### config.mk
export PLATFORM = sky130hd
export DESIGN_NAME = ternlog_unit
export DESIGN_NICKNAME = d
export VERILOG_FILES = /design/src/rtl/ternlog_pkg.sv /design/src/rtl/ternlog_decode.sv /design/src/rtl/ternlog_lut_array.sv /design/src/rtl/ternlog_cond_gen.sv /design/src/rtl/ternlog_unit.sv
export SDC_FILE = /design/constraint.sdc
export NUM_CORES = 1
export LEC_CHECK = 0
export BUFFER_PORTS_ARGS = -buffer_cell sky130_fd_sc_hd__buf_2
export CORE_ASPECT_RATIO = 0.5
export CORE_MARGIN = 5
export CORE_UTILIZATION = 51
export DETAILED_ROUTE_END_ITERATION = 8
export GPL_TIMING_DRIVEN = 0
export MAX_ROUTING_LAYER = met4
export PLACE_DENSITY = 0.86
export SLEW_MARGIN = 10
export SYNTH_ARGS = -nofsm -noshare
export SYNTH_HDL_FRONTEND = slang
export SYNTH_SLANG_ARGS = --single-unit
### constraint.sdc
create_clock -name clk_i -period 1.1 [get_ports clk_i]
set_input_delay 0.055 -clock clk_i [delete_from_list [all_inputs] [get_ports clk_i]]
set_output_delay 0.055 -clock clk_i [all_outputs]
set_load 0.02 [all_outputs]
### src/rtl/ternlog_pkg.sv
package ternlog_pkg;
  localparam int unsigned OPC_W  = 6;
  localparam int unsigned REG_AW = 5;
  localparam int unsigned TBL_W  = 8;
  localparam int unsigned SUB_W  = 2;
  localparam int unsigned LUT_IN = 3;

  localparam logic [OPC_W-1:0] OPC_TLOG = 6'd5;
  localparam logic [SUB_W-1:0] SUB_TLOG = 2'd0;

  typedef struct packed {
    logic [OPC_W-1:0]  opc;
    logic [REG_AW-1:0] rt;
    logic [REG_AW-1:0] ra;
    logic [REG_AW-1:0] rb;
    logic [TBL_W-1:0]  tbl;
    logic [SUB_W-1:0]  sub;
    logic              rec;
  } insn_t;

  typedef struct packed {
    logic neg;
    logic pos;
    logic zero;
    logic ovf;
  } cond_t;
endpackage

### src/rtl/ternlog_decode.sv
module ternlog_decode
  import ternlog_pkg::*;
(
  input  logic [31:0]       insn_i,
  output logic              hit_o,
  output logic              rec_o,
  output logic [REG_AW-1:0] rt_o,
  output logic [REG_AW-1:0] ra_o,
  output logic [REG_AW-1:0] rb_o,
  output logic [TBL_W-1:0]  tbl_o
);
  insn_t f;
  assign f     = insn_t'(insn_i);
  assign hit_o = (f.opc == OPC_TLOG) && (f.sub == SUB_TLOG);
  assign rec_o = f.rec;
  assign rt_o  = f.rt;
  assign ra_o  = f.ra;
  assign rb_o  = f.rb;
  assign tbl_o = f.tbl;
endmodule

### src/rtl/ternlog_lut_array.sv
module ternlog_lut_array
  import ternlog_pkg::*;
#(
  parameter int unsigned XLEN = 64
) (
  input  logic [TBL_W-1:0] tbl_i,
  input  logic [XLEN-1:0]  a_i,
  input  logic [XLEN-1:0]  b_i,
  input  logic [XLEN-1:0]  c_i,
  output logic [XLEN-1:0]  y_o
);
  for (genvar i = 0; i < XLEN; i++) begin : g_bit
    logic [LUT_IN-1:0] idx;
    assign idx    = {a_i[i], b_i[i], c_i[i]};  // target bit is MSB of index
    assign y_o[i] = tbl_i[idx];
  end
endmodule

### src/rtl/ternlog_cond_gen.sv
module ternlog_cond_gen
  import ternlog_pkg::*;
#(
  parameter int unsigned XLEN = 64
) (
  input  logic [XLEN-1:0] val_i,
  output cond_t           cond_o
);
  logic is_zero;
  assign is_zero     = ~|val_i;
  assign cond_o.neg  = val_i[XLEN-1];
  assign cond_o.zero = is_zero;
  assign cond_o.pos  = ~val_i[XLEN-1] & ~is_zero;
  assign cond_o.ovf  = 1'b0;
endmodule

### src/rtl/ternlog_unit.sv
module ternlog_unit
  import ternlog_pkg::*;
#(
  parameter int unsigned XLEN = 64
) (
  input  logic              clk_i,
  input  logic              rst_ni,
  input  logic              valid_i,
  input  logic [31:0]       insn_i,
  input  logic [XLEN-1:0]   rt_val_i,
  input  logic [XLEN-1:0]   ra_val_i,
  input  logic [XLEN-1:0]   rb_val_i,
  output logic [REG_AW-1:0] rt_rd_addr_o,
  output logic [REG_AW-1:0] ra_rd_addr_o,
  output logic [REG_AW-1:0] rb_rd_addr_o,
  output logic              valid_o,
  output logic              rt_we_o,
  output logic [REG_AW-1:0] rt_addr_o,
  output logic [XLEN-1:0]   result_o,
  output logic              cr_we_o,
  output logic [3:0]        cr_field_o
);
  logic             hit, rec;
  logic [TBL_W-1:0] tbl;
  logic [XLEN-1:0]  lut_y;
  cond_t            cond;

  ternlog_decode u_dec (
    .insn_i (insn_i),
    .hit_o  (hit),
    .rec_o  (rec),
    .rt_o   (rt_rd_addr_o),
    .ra_o   (ra_rd_addr_o),
    .rb_o   (rb_rd_addr_o),
    .tbl_o  (tbl)
  );

  ternlog_lut_array #(.XLEN(XLEN)) u_lut (
    .tbl_i (tbl),
    .a_i   (rt_val_i),
    .b_i   (ra_val_i),
    .c_i   (rb_val_i),
    .y_o   (lut_y)
  );

  ternlog_cond_gen #(.XLEN(XLEN)) u_cond (
    .val_i  (lut_y),
    .cond_o (cond)
  );

  always_ff @(posedge clk_i or negedge rst_ni) begin
    if (!rst_ni) begin
      valid_o <= 1'b0;
      rt_we_o <= 1'b0;
      cr_we_o <= 1'b0;
    end else begin
      valid_o <= valid_i;
      rt_we_o <= valid_i & hit;
      cr_we_o <= valid_i & hit & rec;
    end
  end

  // data path: no reset needed, qualified by enables
  always_ff @(posedge clk_i) begin
    if (valid_i) begin
      rt_addr_o  <= rt_rd_addr_o;
      result_o   <= lut_y;
      cr_field_o <= cond;
    end
  end

  p_we_needs_valid_r2: assert property (@(posedge clk_i) disable iff (!rst_ni)
    rt_we_o |-> valid_o);
  p_cr_needs_rt_r4: assert property (@(posedge clk_i) disable iff (!rst_ni)
    cr_we_o |-> rt_we_o);
  p_cr_onehot_r5: assert property (@(posedge clk_i) disable iff (!rst_ni)
    cr_we_o |-> ($countones(cr_field_o[3:1]) == 1));
  p_cr_sign_r5: assert property (@(posedge clk_i) disable iff (!rst_ni)
    cr_we_o |-> (cr_field_o[3] == result_o[XLEN-1]));
  p_no_ovf_r6: assert property (@(posedge clk_i) disable iff (!rst_ni)
    cr_we_o |-> !cr_field_o[0]);
  p_valid_follows_r10: assert property (@(posedge clk_i) disable iff (!rst_ni)
    !valid_i |=> (!valid_o && !rt_we_o && !cr_we_o));
endmodule

# Yosys cells after proc, flatten, opt, wreduce, memory -nomap -nowiden
# Cells that the tools add are included.
totals:
  reg_bits: 75
  input_bits: 227
  output_inout_bits: 91
classes:
  order_cmp: 64
  eq_ne: 1
  muxes: 128
  bitwise: 4
  reduce_logical: 4
op_table:
  columns: ["operator", "n"]
  rows:
  - ["3-bit by 4-bit less-than comparator with 1-bit output, second input constant", 64]
  - ["1-bit binary-select mux with 3-bit select", 64]
  - ["1-bit two-way mux", 64]
  - ["64-bit OR reduction", 1]
  - ["6-bit by 3-bit equality test with 1-bit output, second input constant", 1]
  - ["1-bit bitwise AND", 3]
  - ["2-bit zero test", 1]
  - ["1-bit logical AND", 1]
  - ["1-bit zero test", 1]
  - ["1-bit inverter", 1]

# Depth between registers and ports, before layout
# Gate-level depths: netlist (run 1).
depth:
  depth_word: 4
  depth_mapped: 8

# Hierarchy
# From an unflattened synthesis (run 1), not the netlist that was laid out.
unflattened:
  cells_unflattened: 377
  area_unflattened_um2: 6630.1
modules_own_cells:
  columns: ["mod", "instances", "cells_per_inst", "area_each_um2", "seq_area_each_um2"]
  rows:
  - ["ternlog_lut_array", 1, 246, 3948.8, 0.0]
  - ["ternlog_unit", 1, 78, 2279.7, 2267.2]
  - ["ternlog_decode", 1, 27, 209.0, 0.0]
  - ["ternlog_cond_gen", 1, 26, 192.7, 0.0]

# Least setup slack after synthesis (run 1)
# No wires, ideal clock.
synth_path:
  path_type: "input to register"
  start: "in rb_val_i[43]"
  end: "reg cr_field_o[2] (data pin)"
  t_arrival_ns: 1.864
  required_time_ns: 0.846
  slack_ns: -1.018
  cell_stages: 6
  path_cell_list: "mux4_1 > mux2_2 > or4_4 > nor4_2 > nand4_1 > o21a_1"
synth_lines:
  columns: ["element", "line", "rtl"]
  rows:
  - ["start: declaration", "ternlog_unit.sv:12", "input logic [XLEN-1:0] rb_val_i,"]
  - ["end signal: assignment", "ternlog_unit.sv:68", "cr_field_o <= cond;"]
  - ["end: declaration", "ternlog_unit.sv:21", "output logic [3:0] cr_field_o"]

==> results of run 1 <==
[through the flow]
stage          power, W  utilization (%)  hold slack, ns  std cells  TNS [ns]
2_1_floorplan   0.00569                -          -0.241        403     -8.41
3_3_place_gp    0.00689             68.8          -0.150        879    -76.47
3_5_place_dp    0.00700             69.0          -0.146        880    -32.91
4_1_cts          0.0109             83.7         0.00645        965     -4.65
5_1_grt          0.0117             85.3          0.0389        978     -8.48
6_report         0.0113             85.3          0.0406        978     -7.99
[worst max-delay path: stages]
cell	delay (ns)
buf_12	0.13
clkbuf_16	0.17
clkbuf_16	0.17
mux4_2	0.50
mux2i_4	0.23
nand4_1	0.24
nor4_2	0.25
nand2_1	0.16
o21a_1	0.20
[state kept, by name, summed over array words and instances (netlist names)]
signal / cells
result_o: 63
cr_field_o: 3
rt_we_o: 1
cr_we_o: 1
valid_o: 1
rt_addr_o: 5
[how the worst min path moves through the flow]
| stage | from | to | cells past startpoint |
|---|---|---|---|
| final | rst_ni | cr_we_o | 2 |
| after global routing | rst_ni | cr_we_o | 2 |
| after CTS | insn_i[30] | rt_we_o | 4 |
| after detailed placement | rst_ni | rt_we_o | 1 |
| after global placement | rst_ni | rt_we_o | 1 |
| after floorplan | rst_ni | cr_we_o | 0 |
[report_power, final]
group	total (W)	internal [W]	switching, W	leakage (nW)
clock	0.00324	0.00204	0.00120	0.156
combinational	0.00449	0.00237	0.00212	3.77
sequential	0.00358	0.00348	0.0000995	0.734
[logic make-up (layout without fill, tap and decap cells)]
| logic type | count (synthesis) | count (layout) | share of synthesized area [%] |
|---|---|---|---|
| AOI/OAI and AO/OA | 1 | 1 | 0.116 |
| buffers and inverters | 108 | 506 | 7.34 |
| DFF | 74 | 74 | 34.0 |
| muxes | 192 | 192 | 55.4 |
| other | 1 | 8 | 0.0578 |
| and+or+nand+nor | 27 | 27 | 3.10 |
[layout make-up]
type	instances	area [µm²]
repair buffers	383	2570
flip-flops and latches	74	2210
fillers	582	1840
plain buffers	64	1140
well taps	170	213
inverters	43	161
diodes	7	17.5
multi-input cells	221	4080
clock buffers	11	243
clock inverters	5	77.6
[cell usage after synthesis, types with 2 or more instances]
master      n  area (µm²)
edfxtp_1   71        2130
nand4_1     9        56.3
buf_2       6        30.0
clkbuf_1   42         158
mux2_2     20         225
and4_1      2        17.5
mux4_2    116        2610
nor4b_1     3        26.3
inv_1      43         161
mux2i_1    43         430
mux4_1     12         315
buf_4      17         128
dfrtp_1     3        75.1
nand2_1     2        7.51
nor4_1      5        31.3
[routing by layer]
layer  part of all wire, %  up-vias  GRT usage (%)  routed length, µm
li1                      -     2488              -                  -
met1                    32     3221           41.5               9200
met2                    48      755           57.0              13800
met3                    12      190           7.36               3570
met4                   7.2        0           15.7               2070
met5                     0        -              -                  0
[timing repair]
| action | CTS | global route |
|---|---|---|
| pin swaps | 15 | 2 |
| setup buffers | 34 | 5 |
| hold buffers | 12 | 1 |
| hold endpoints to repair | 10 | 1 |
| setup endpoints to repair | 56 | 53 |
| cloned | 23 | 2 |
| resized for setup | 143 | 42 |
==> run metrics, run 1 <==
Cell variety after synth=24; CTS Buf Count=9; first-pass GRT wire length=38700 µm; EDFF count, synth=71; critical path class=primary input to register; Final setup viols=49; #FFs+latches synth=74; Max-slew headroom=61.4%; Leak=4.66 nW; synthesis-to-layout area growth=65.0%; Max Buffers Root-to-Sink=2; HPWL after DPL=16500 µm; ys async rst share=4.05%; post-route cell area=10700 µm²; post-synth design cell area=6490 µm²; unrepaired setup endpoints after global routing=yes; Final WS setup=-0.940 ns; achievable frequency=490 MHz; Routed WL=28700 µm; drt via density=6.80; Place WS=-1.51 ns; Core Box Area=12600 µm²; Max Cap Violations=0; Rows=29; Critical Path Source=insn_i[3]; Power Density=1060 nW/µm²; Worst EP required=1.19 ns; Ys Warns=0; GRT Residual Overflow=0; H-tree Lvls=3; Final period util=185%; Post-DRT Antenna Nets=0; commonest non-fill, non-tap cells in the layout=buf_2 (295), mux4_2 (124), edfxtp_1 (71); Starting Density=51.7%; clock sink total=74; vias in the first global route=6764; GRT Total Usage=34.6%; Worst setup endpoint=cr_field_o[2]; Mean Syn Cell Area=16.1 µm²; crit path launch type=primary input; Buffers on Ports=306; CTS tree=yes; DRC=0; worst-margin pin slew=0.572 ns; Clk pin slew, worst setup/hold paths=0.06 ns; vias=6654; Routability Congestion=0.868; Die W=170 µm; outcome=finished with violations; initial DRC count=696; CP max FO=12; clk root buf=clkbuf_16; Primary FF master, synth=edfxtp_1; Synth Instances=403; post-synth net total=630; Die H=89.8 µm; critical path arrival=2.13 ns; Detailed Routing Iterations Pass 1=5; layout cell share with drive strength beyond 1=80.4%; Period minus WS final=2.04 ns; dpl cell area=8660 µm²; fin. max-slew vios=0; sequential area share after synthesis=34.0%; failing checks=negative setup slack; # IOs=318; Final nets=1023; commonest non-fill, non-tap cell in the layout=buf_2; pin count of the biggest net entering global routing=42; wire per inst=29.3 µm; peak supply drop=0.841 mV; hold crit path type=primary input to asynchronous set/reset pin; CP Capture Type=register; initial antenna violation count=7; full die area=15200 µm²; Final Hold Viols=0
No activity file was read; power rests on OpenSTA's default activity.
==> run 2, diff against run 1 <==
- CORE_ASPECT_RATIO: 0.5 -> default
==> run metrics, run 2 (synthesized netlist as in run 1, its figures left out) <==
peak supply drop=0.596 mV (was 0.841 mV); Reg power frac=32.9% (was 31.7%); critical path class=primary input to register (unchanged); initial antenna violation count=4 (was 7); H-tree Lvls=3 (unchanged); sw power=0.00340 W (was 0.00342 W); Period minus WS final=2.11 ns (was 2.04 ns); Final setup viols=56 (was 49); hold crit path type=primary input to register (was primary input to asynchronous set/reset pin); CTS Buf Count=9 (unchanged); switching part of the total=31.2% (was 30.2%); Combinational Power Share=41.0% (was 39.7%); Core Box Area=12600 µm² (about the same); commonest non-fill, non-tap cells in the layout=buf_2 (301), mux4_2 (121), edfxtp_1 (71) (was buf_2 (295), mux4_2 (124), edfxtp_1 (71)); drt via density=6.50 (was 6.80); Final nets=1034 (was 1023); first-pass GRT wire length=35100 µm (was 38700 µm); clock share of power=26.1% (was 28.7%); Top Family by Delay on Critical Path=simple AND/OR/NAND/NOR gates (was multiplexers); unrepaired setup endpoints after global routing=yes (unchanged); Power Total=0.0109 W (was 0.0113 W); Largest register FFs=63 (unchanged); clock sink total=74 (unchanged); crit path launch type=primary input (unchanged); Leak=4.69 nW (was 4.66 nW); HPWL after DPL=17200 µm (was 16500 µm); Reg with most FFs=result_o (unchanged); GRT Residual Overflow=0 (unchanged); FILL cells=556 (was 582); layout cell share with drive strength beyond 1=80.3% (was 80.4%); initial DRC count=809 (was 696); Int Pwr=0.00749 W (was 0.00789 W); Buffers on Ports=306 (unchanged); Final period util=192% (was 185%); Buf+Inv Stages, Crit Path=3 (unchanged); commonest non-fill, non-tap cell in the layout=buf_2 (unchanged); fin. max-slew vios=0 (unchanged); Routed WL=28500 µm (was 28700 µm); Max Buffers Root-to-Sink=2 (unchanged); CTS tree=yes (unchanged); Cells after DPL=882 (was 880); CP Cell Sequence=buf_12 -> clkbuf_16 -> clkbuf_16 -> mux4_2 -> mux2i_2 -> nand4_1 -> nor4_2 -> nand2_1 -> o21a_1 (was buf_12 -> clkbuf_16 -> clkbuf_16 -> mux4_2 -> mux2i_4 -> nand4_1 -> nor4_2 -> nand2_1 -> o21a_1); DRC=0 (unchanged); TNS Setup=-5.79 ns (was -7.99 ns); wire per inst=28.8 µm (was 29.3 µm); Die H=123 µm (was 89.8 µm); clk root buf=clkbuf_16 (unchanged); Clk pin slew, worst setup/hold paths=0.07 ns (was 0.06 ns); Starting Density=51.6% (was 51.7%); full die area=15100 µm² (was 15200 µm²); vias in the first global route=6359 (was 6764); Core Util, Final=85.9% (was 85.3%); Post-DRT Antenna Nets=0 (unchanged); failing checks=negative setup slack (unchanged); vias=6425 (was 6654); Final Hold Viols=0 (unchanged); crit-path max cell delay=0.47 ns (was 0.50 ns); GRT Total Usage=32.6% (was 34.6%); synthesis-to-layout area growth=66.3% (was 65.0%); achievable frequency=473 MHz (was 490 MHz); outcome=finished with violations (unchanged); Max Cap Violations=0 (unchanged); CP Capture Type=register (unchanged); most repeated library cell on the critical path=clkbuf_16 (unchanged); Worst EP required=1.21 ns (was 1.19 ns); CP max FO=6 (was 12); Critical-path top delay cell=mux4_2 (unchanged); # IOs=318 (unchanged); Routability Congestion=0.895 (was 0.868); pin count of the biggest net entering global routing=43 (was 42); Post-Layout Cell Count=989 (was 978); Regs by FF count=result_o (63), rt_addr_o (5), cr_field_o (3) (unchanged); Final WS setup=-1.01 ns (was -0.940 ns); Detailed Routing Iterations Pass 1=5 (unchanged); Die W=123 µm (was 170 µm); Power Density=1010 nW/µm² (was 1060 nW/µm²); critical path arrival=2.22 ns (was 2.13 ns); Rows=41 (was 29)
run 2: cell count changes in the layout (fill, tap and decap cells not counted), moves of 3 or more:
cell	previous run	this run
clkbuf_8	15	3
mux2i_1	13	7
mux4_1	4	7
inv_2	10	5
buf_4	49	40
mux4_2	124	121
inv_1	33	38
buf_6	14	34
buf_2	295	301
mux2i_4	7	11
buf_8	14	23
run 2: worst paths after layout:
kind / endpoint / cells past startpoint / start
worst max-delay path: cr_field_o[2] / 9 / insn_i[10]
worst min-delay path: result_o[56] / 3 / ra_val_i[56]
max in group asynchronous: cr_we_o / 2 / rst_ni
min in group asynchronous: rt_we_o / 2 / rst_ni
run 2: repair_timing:
item,in CTS,in global routing
hold buffers,12,1
cloned,3,20
gates resized for setup,103,93
endpoints found under the setup margin,53,54
buffers inserted,36,19
pin swaps,7,8
endpoints found under the hold margin,10,1
run 2: tightest hold or removal path: stages:
cell     delay [ns]
buf_2          0.09
mux2i_2        0.07
inv_1          0.05
run 2: metal layers:
layer	global-route usage [%]	part of all wire (%)
met5	-	0
met4	14.3	7.3
met3	6.68	12
met2	57.5	51
met1	35.8	29
run 2: power groups by stage:
stage	Sequential, W	Combinational [W]	Clock, W
floorplan	0.00403	0.00166	0
global route	0.00360	0.00464	0.00300
global placement	0.00362	0.00326	0
CTS	0.00357	0.00385	0.00285
finish	0.00358	0.00447	0.00284
detailed placement	0.00362	0.00339	0
run 2: layout make-up:
cell class / count / area [µm²] / area share, %
multi-input cells: 221 / 4140 / 38.4
repair buffers: 394 / 2750 / 25.5
clock buffers: 12 / 256 / 2.38
plain buffers: 64 / 1030 / 9.52
inverters: 43 / 161 / 1.50
diodes: 5 / 12.5 / 0.116
flip-flops and latches: 74 / 2210 / 20.4
well taps: 172 / 215 / 1.99
clock inverters: 4 / 26.3 / 0.243
run 2: per-stage QoR:
step | hold WS (ns) | instance area [µm²] | worst slack [ns]
finish | 0.0342 | 10800 | -1.01
global route | 0.0320 | 10800 | -1.00
CTS | -0.0154 | 9950 | -0.899
detailed placement | -0.145 | 8670 | -1.47
global placement | -0.149 | 8640 | -1.41
floorplan | -0.241 | 6900 | -0.914
==> run 3, diff against run 2 <==
- ABC_AREA: default -> 1
- CORE_UTILIZATION: 51 -> 54
- GPL_TIMING_DRIVEN: 0 -> default
- PLACE_DENSITY: 0.86 -> 0.87
==> run metrics, run 3 <==
EDFF count, synth=71 (unchanged); post-synth design cell area=7820 µm² (was 6490 µm²); GRT Residual Overflow=2; most frequent cell after synthesis=nand2_1 (was mux4_2); pin count of the biggest net entering global routing=27; Synth area leaders=nand2_1 (28%), edfxtp_1 (27%), nand3_1 (19%), inv_1 (8.9%), nand3b_1 (3.6%) (was mux4_2 (40%), edfxtp_1 (33%), mux2i_1 (6.6%), mux4_1 (4.9%), mux2_2 (3.5%)); ys async rst share=4.05% (unchanged); dominant cell type by area after synthesis=nand2_1 (was mux4_2); Stopped at=global routing (5_1_grt); GRT Total Usage=66.3%; Primary FF master, synth=edfxtp_1 (unchanged); Rows=44 (was 41); worst_ep kind=register data pin; Die W=130 µm (was 123 µm); Commonest cells post-synth=nand2_1 (589), nand3_1 (294), inv_1 (186) (was mux4_2 (116), edfxtp_1 (71), inv_1 (43), mux2i_1 (43), clkbuf_1 (42)); Routability Congestion=0.973 (was 0.895); # IOs=318 (unchanged); clock sink total=74 (unchanged); Error=[ERROR GRT-0232] Routing congestion too high. Check the congestion heatmap in the GUI.; HPWL after DPL=22700 µm (was 17200 µm); Buffers on Ports=296 (was 306); Place WS=-0.783 ns (was -1.47 ns); Synth Instances=1349 (was 403); Cells after DPL=1854 (was 882); Ys Warns=0 (unchanged); Die H=130 µm (was 123 µm); Starting Density=54.4% (was 51.6%); Yosys top cell area share=28.3% (was 40.2%); #FFs+latches synth=74 (unchanged); CTS Buf Count=9 (unchanged); Cell variety after synth=23 (was 24); Max Buffers Root-to-Sink=2 (unchanged); sequential area share after synthesis=28.2% (was 34.0%); Mean Syn Cell Area=5.80 µm² (was 16.1 µm²); Worst EP post-GRT repair=cr_field_o[2]$_DFFE_PP_/D; post-synth net total=1576 (was 630); outcome=did not finish (was finished with violations); H-tree Lvls=3 (unchanged); clk root buf=clkbuf_16 (unchanged)
run 3: cells by family after synthesis:
| group | Yosys count | share of synthesized area [%] |
|---|---|---|
| AOI/OAI and AO/OA | 55 | 4.22 |
| buffers and inverters | 262 | 14.9 |
| and+or+nand+nor | 957 | 52.6 |
| other | 1 | 0.0480 |
| DFF | 74 | 28.2 |
run 3: routing by layer:
layer	global-route usage, %	overflow
met4	60.5	2
met2	85.6	0
met1	65.5	0
met3	45.4	0
met5	-	-
run 3: timing repair:
action | in CTS
resized for setup | 139
endpoints found under the hold margin | 11
setup buffers | 76
hold buffers | 14
setup endpoints to repair | 2
pin swaps | 65
gates cloned | 30
run 3: through the flow:
step	setup TNS (ns)	area, µm²	hold WS [ns]
after CTS	-0.915	12500	0.00450
after global placement	-9.01	10100	-0.149
after floorplan	-0.485	7820	-0.241
after detailed placement	-10.45	10100	-0.144
==> run 4, diff against run 3 <==
- CORE_UTILIZATION: 54 -> 40
- MAX_ROUTING_LAYER: met4 -> default
- PLACE_DENSITY: 0.87 -> default
- PLACE_DENSITY_LB_ADDON: default -> 0.15
==> run metrics, run 4 <==
outcome=finished with violations (was did not finish); failing checks=negative setup slack; # IOs=318 (unchanged); Critical-path top delay cell=o21ai_2; pin count of the biggest net entering global routing=32; clock sink total=74 (unchanged); Top Family by Delay on Critical Path=simple AND/OR/NAND/NOR gates; sequential area share after synthesis=28.2% (unchanged); post-synth net total=1576 (unchanged); CP Cell Sequence=buf_8 -> inv_12 -> buf_12 -> buf_12 -> nand2_2 -> nand3_2 -> nand2_1 -> o21ai_2 -> nand2_2 -> nor2_1 -> nand2_1 -> nor2_2 -> nand2_2 -> nor2_2 -> nor2_1; fin. max-slew vios=0; worst hold margin=0.0341 ns; Final period util=128%; vias=10749; Cell variety after synth=23 (unchanged); Regs by FF count=result_o (63), rt_addr_o (5), cr_field_o (3); achievable frequency=711 MHz; Final setup viols=2; initial DRC count=1007; Core Box Area=19300 µm²; Die H=150 µm (was 130 µm); Detailed Routing Iterations Pass 1=5; Max Cap Violations=0; Final WS setup=-0.306 ns; Buffers on Ports=296 (unchanged); critical path depth=15; HPWL after DPL=23300 µm (was 22700 µm); wire per inst=16.8 µm; synthesis-to-layout area growth=60.3%; crit path launch type=primary input; Final Hold Viols=0; drt via density=5.21; Synth area leaders=nand2_1 (28%), edfxtp_1 (27%), nand3_1 (19%), inv_1 (8.9%), nand3b_1 (3.6%) (unchanged); initial antenna violation count=2; first-pass GRT wire length=51800 µm; critical path class=primary input to register; Starting Density=40.4% (was 54.4%); Synth Instances=1349 (unchanged); Critical Path Source=insn_i[4]; Mean Syn Cell Area=5.80 µm² (unchanged); commonest non-fill, non-tap cells in the layout=nand2_1 (532), buf_2 (287), nand3_1 (276); CTS Buf Count=9 (unchanged); met3 usage in global routing=4.54%; Clk pin slew, worst setup/hold paths=0.06 ns; Reg with most FFs=result_o; EDFF count, synth=71 (unchanged); hold crit path type=primary input to asynchronous set/reset pin; Routability Congestion=0.889 (was 0.973); DRC=0; post-synth design cell area=7820 µm² (unchanged); Yosys top cell area share=28.3% (unchanged); Rows=51 (was 44); dominant cell type by area after synthesis=nand2_1 (unchanged); Max Buffers Root-to-Sink=2 (unchanged); commonest non-fill, non-tap cell in the layout=nand2_1; Final nets=2016; CP Capture Type=register; most repeated library cell on the critical path=nand2_2; met1 Usage GRT=37.9%; Routed WL=34700 µm; Post-DRT Antenna Nets=0; full die area=22400 µm²; Ys Warns=0 (unchanged); layout cell share with drive strength beyond 1=34.3%; CP max FO=8; Period minus WS final=1.41 ns; CTS tree=yes; GRT met2 Usage=48.7%; GRT Residual Overflow=0; global routing's busiest layer=met2; clk root buf=clkbuf_16 (unchanged); critical path arrival=1.51 ns; unrepaired setup endpoints after global routing=yes; ys async rst share=4.05% (unchanged); peak supply drop=0.828 mV; Largest register FFs=63; crit-path max cell delay=0.20 ns; Leak=6.70 nW; #FFs+latches synth=74 (unchanged); H-tree Lvls=3 (unchanged); FILL cells=1748; Commonest cells post-synth=nand2_1 (589), nand3_1 (294), inv_1 (186) (unchanged); most frequent cell after synthesis=nand2_1 (unchanged); Worst EP required=1.20 ns; Post-Layout Cell Count=2063; Power Density=984 nW/µm²; Cells after DPL=1940 (was 1854); Buf+Inv Stages, Crit Path=4; GRT Total Usage=29.2%; Die W=150 µm (was 130 µm); Primary FF master, synth=edfxtp_1 (unchanged); vias in the first global route=10091
run 4: cell counts after synthesis:
Identical to the previous run, type by type.
run 4: cell type report:
class | instances | area, µm² | share of cell area, %
diodes | 4 | 10.0 | 0.0799
clock buffers | 9 | 225 | 1.80
clock inverters | 7 | 149 | 1.19
multi-input cells | 1013 | 4780 | 38.2
repair buffers | 497 | 4010 | 32.0
well taps | 265 | 332 | 2.65
flip-flops and latches | 74 | 2210 | 17.6
inverters | 194 | 818 | 6.53
run 4: worst paths after layout:
| kind | slack [ns] | end |
|---|---|---|
| max in group asynchronous | 0.96 | rt_we_o |
| min in group clk_i | 0.05 | rt_we_o |
| max | -0.31 | cr_field_o[2] |
| min | 0.03 | cr_we_o |
run 4: cell families (layout without fill, tap and decap cells):
| logic type | Yosys count | in the layout | synth area share, % |
|---|---|---|---|
| AO/OA/AOI/OAI | 55 | 55 | 4.22 |
| buffers and inverters | 262 | 707 | 14.9 |
| flip-flops | 74 | 74 | 28.2 |
| other | 1 | 5 | 0.0480 |
| AND/OR/NAND/NOR | 957 | 957 | 52.6 |
run 4: repair_timing:
item / CTS / global route
hold buffers: 13 / 0
endpoints found under the setup margin: 2 / 5
resized for setup: 110 / 81
setup buffers: 51 / 20
pin swaps: 46 / 55
endpoints found under the hold margin: 10 / 0
cloned: 17 / 5
run 4: through the flow:
step	setup TNS, ns	setup slack, ns	utilization (%)	total power [W]	cell area, µm²
2_1_floorplan	-0.485	-0.317	-	0.00569	7820
3_3_place_gp	-9.88	-0.888	52.8	0.00749	10200
3_5_place_dp	-10.41	-0.879	52.8	0.00754	10200
4_1_cts	-0.471	-0.267	62.3	0.0121	12000
5_1_grt	-0.746	-0.377	64.8	0.0129	12500
6_report	-0.565	-0.306	64.8	0.0123	12500
run 4: where the power goes:
group          internal (W)  leakage [nW]  switching [W]  total, W
clock network       0.00248         0.182        0.00137   0.00385
logic               0.00220          5.78        0.00276   0.00495
registers           0.00345         0.736      0.0000822   0.00353
run 4: per-layer routing:
| metal | vias to the layer above | wire length, µm |
|---|---|---|
| met5 | - | 0 |
| met1 | 4848 | 13600 |
| met2 | 614 | 16300 |
| met4 | 0 | 1440 |
| li1 | 5184 | - |
| met3 | 103 | 3380 |
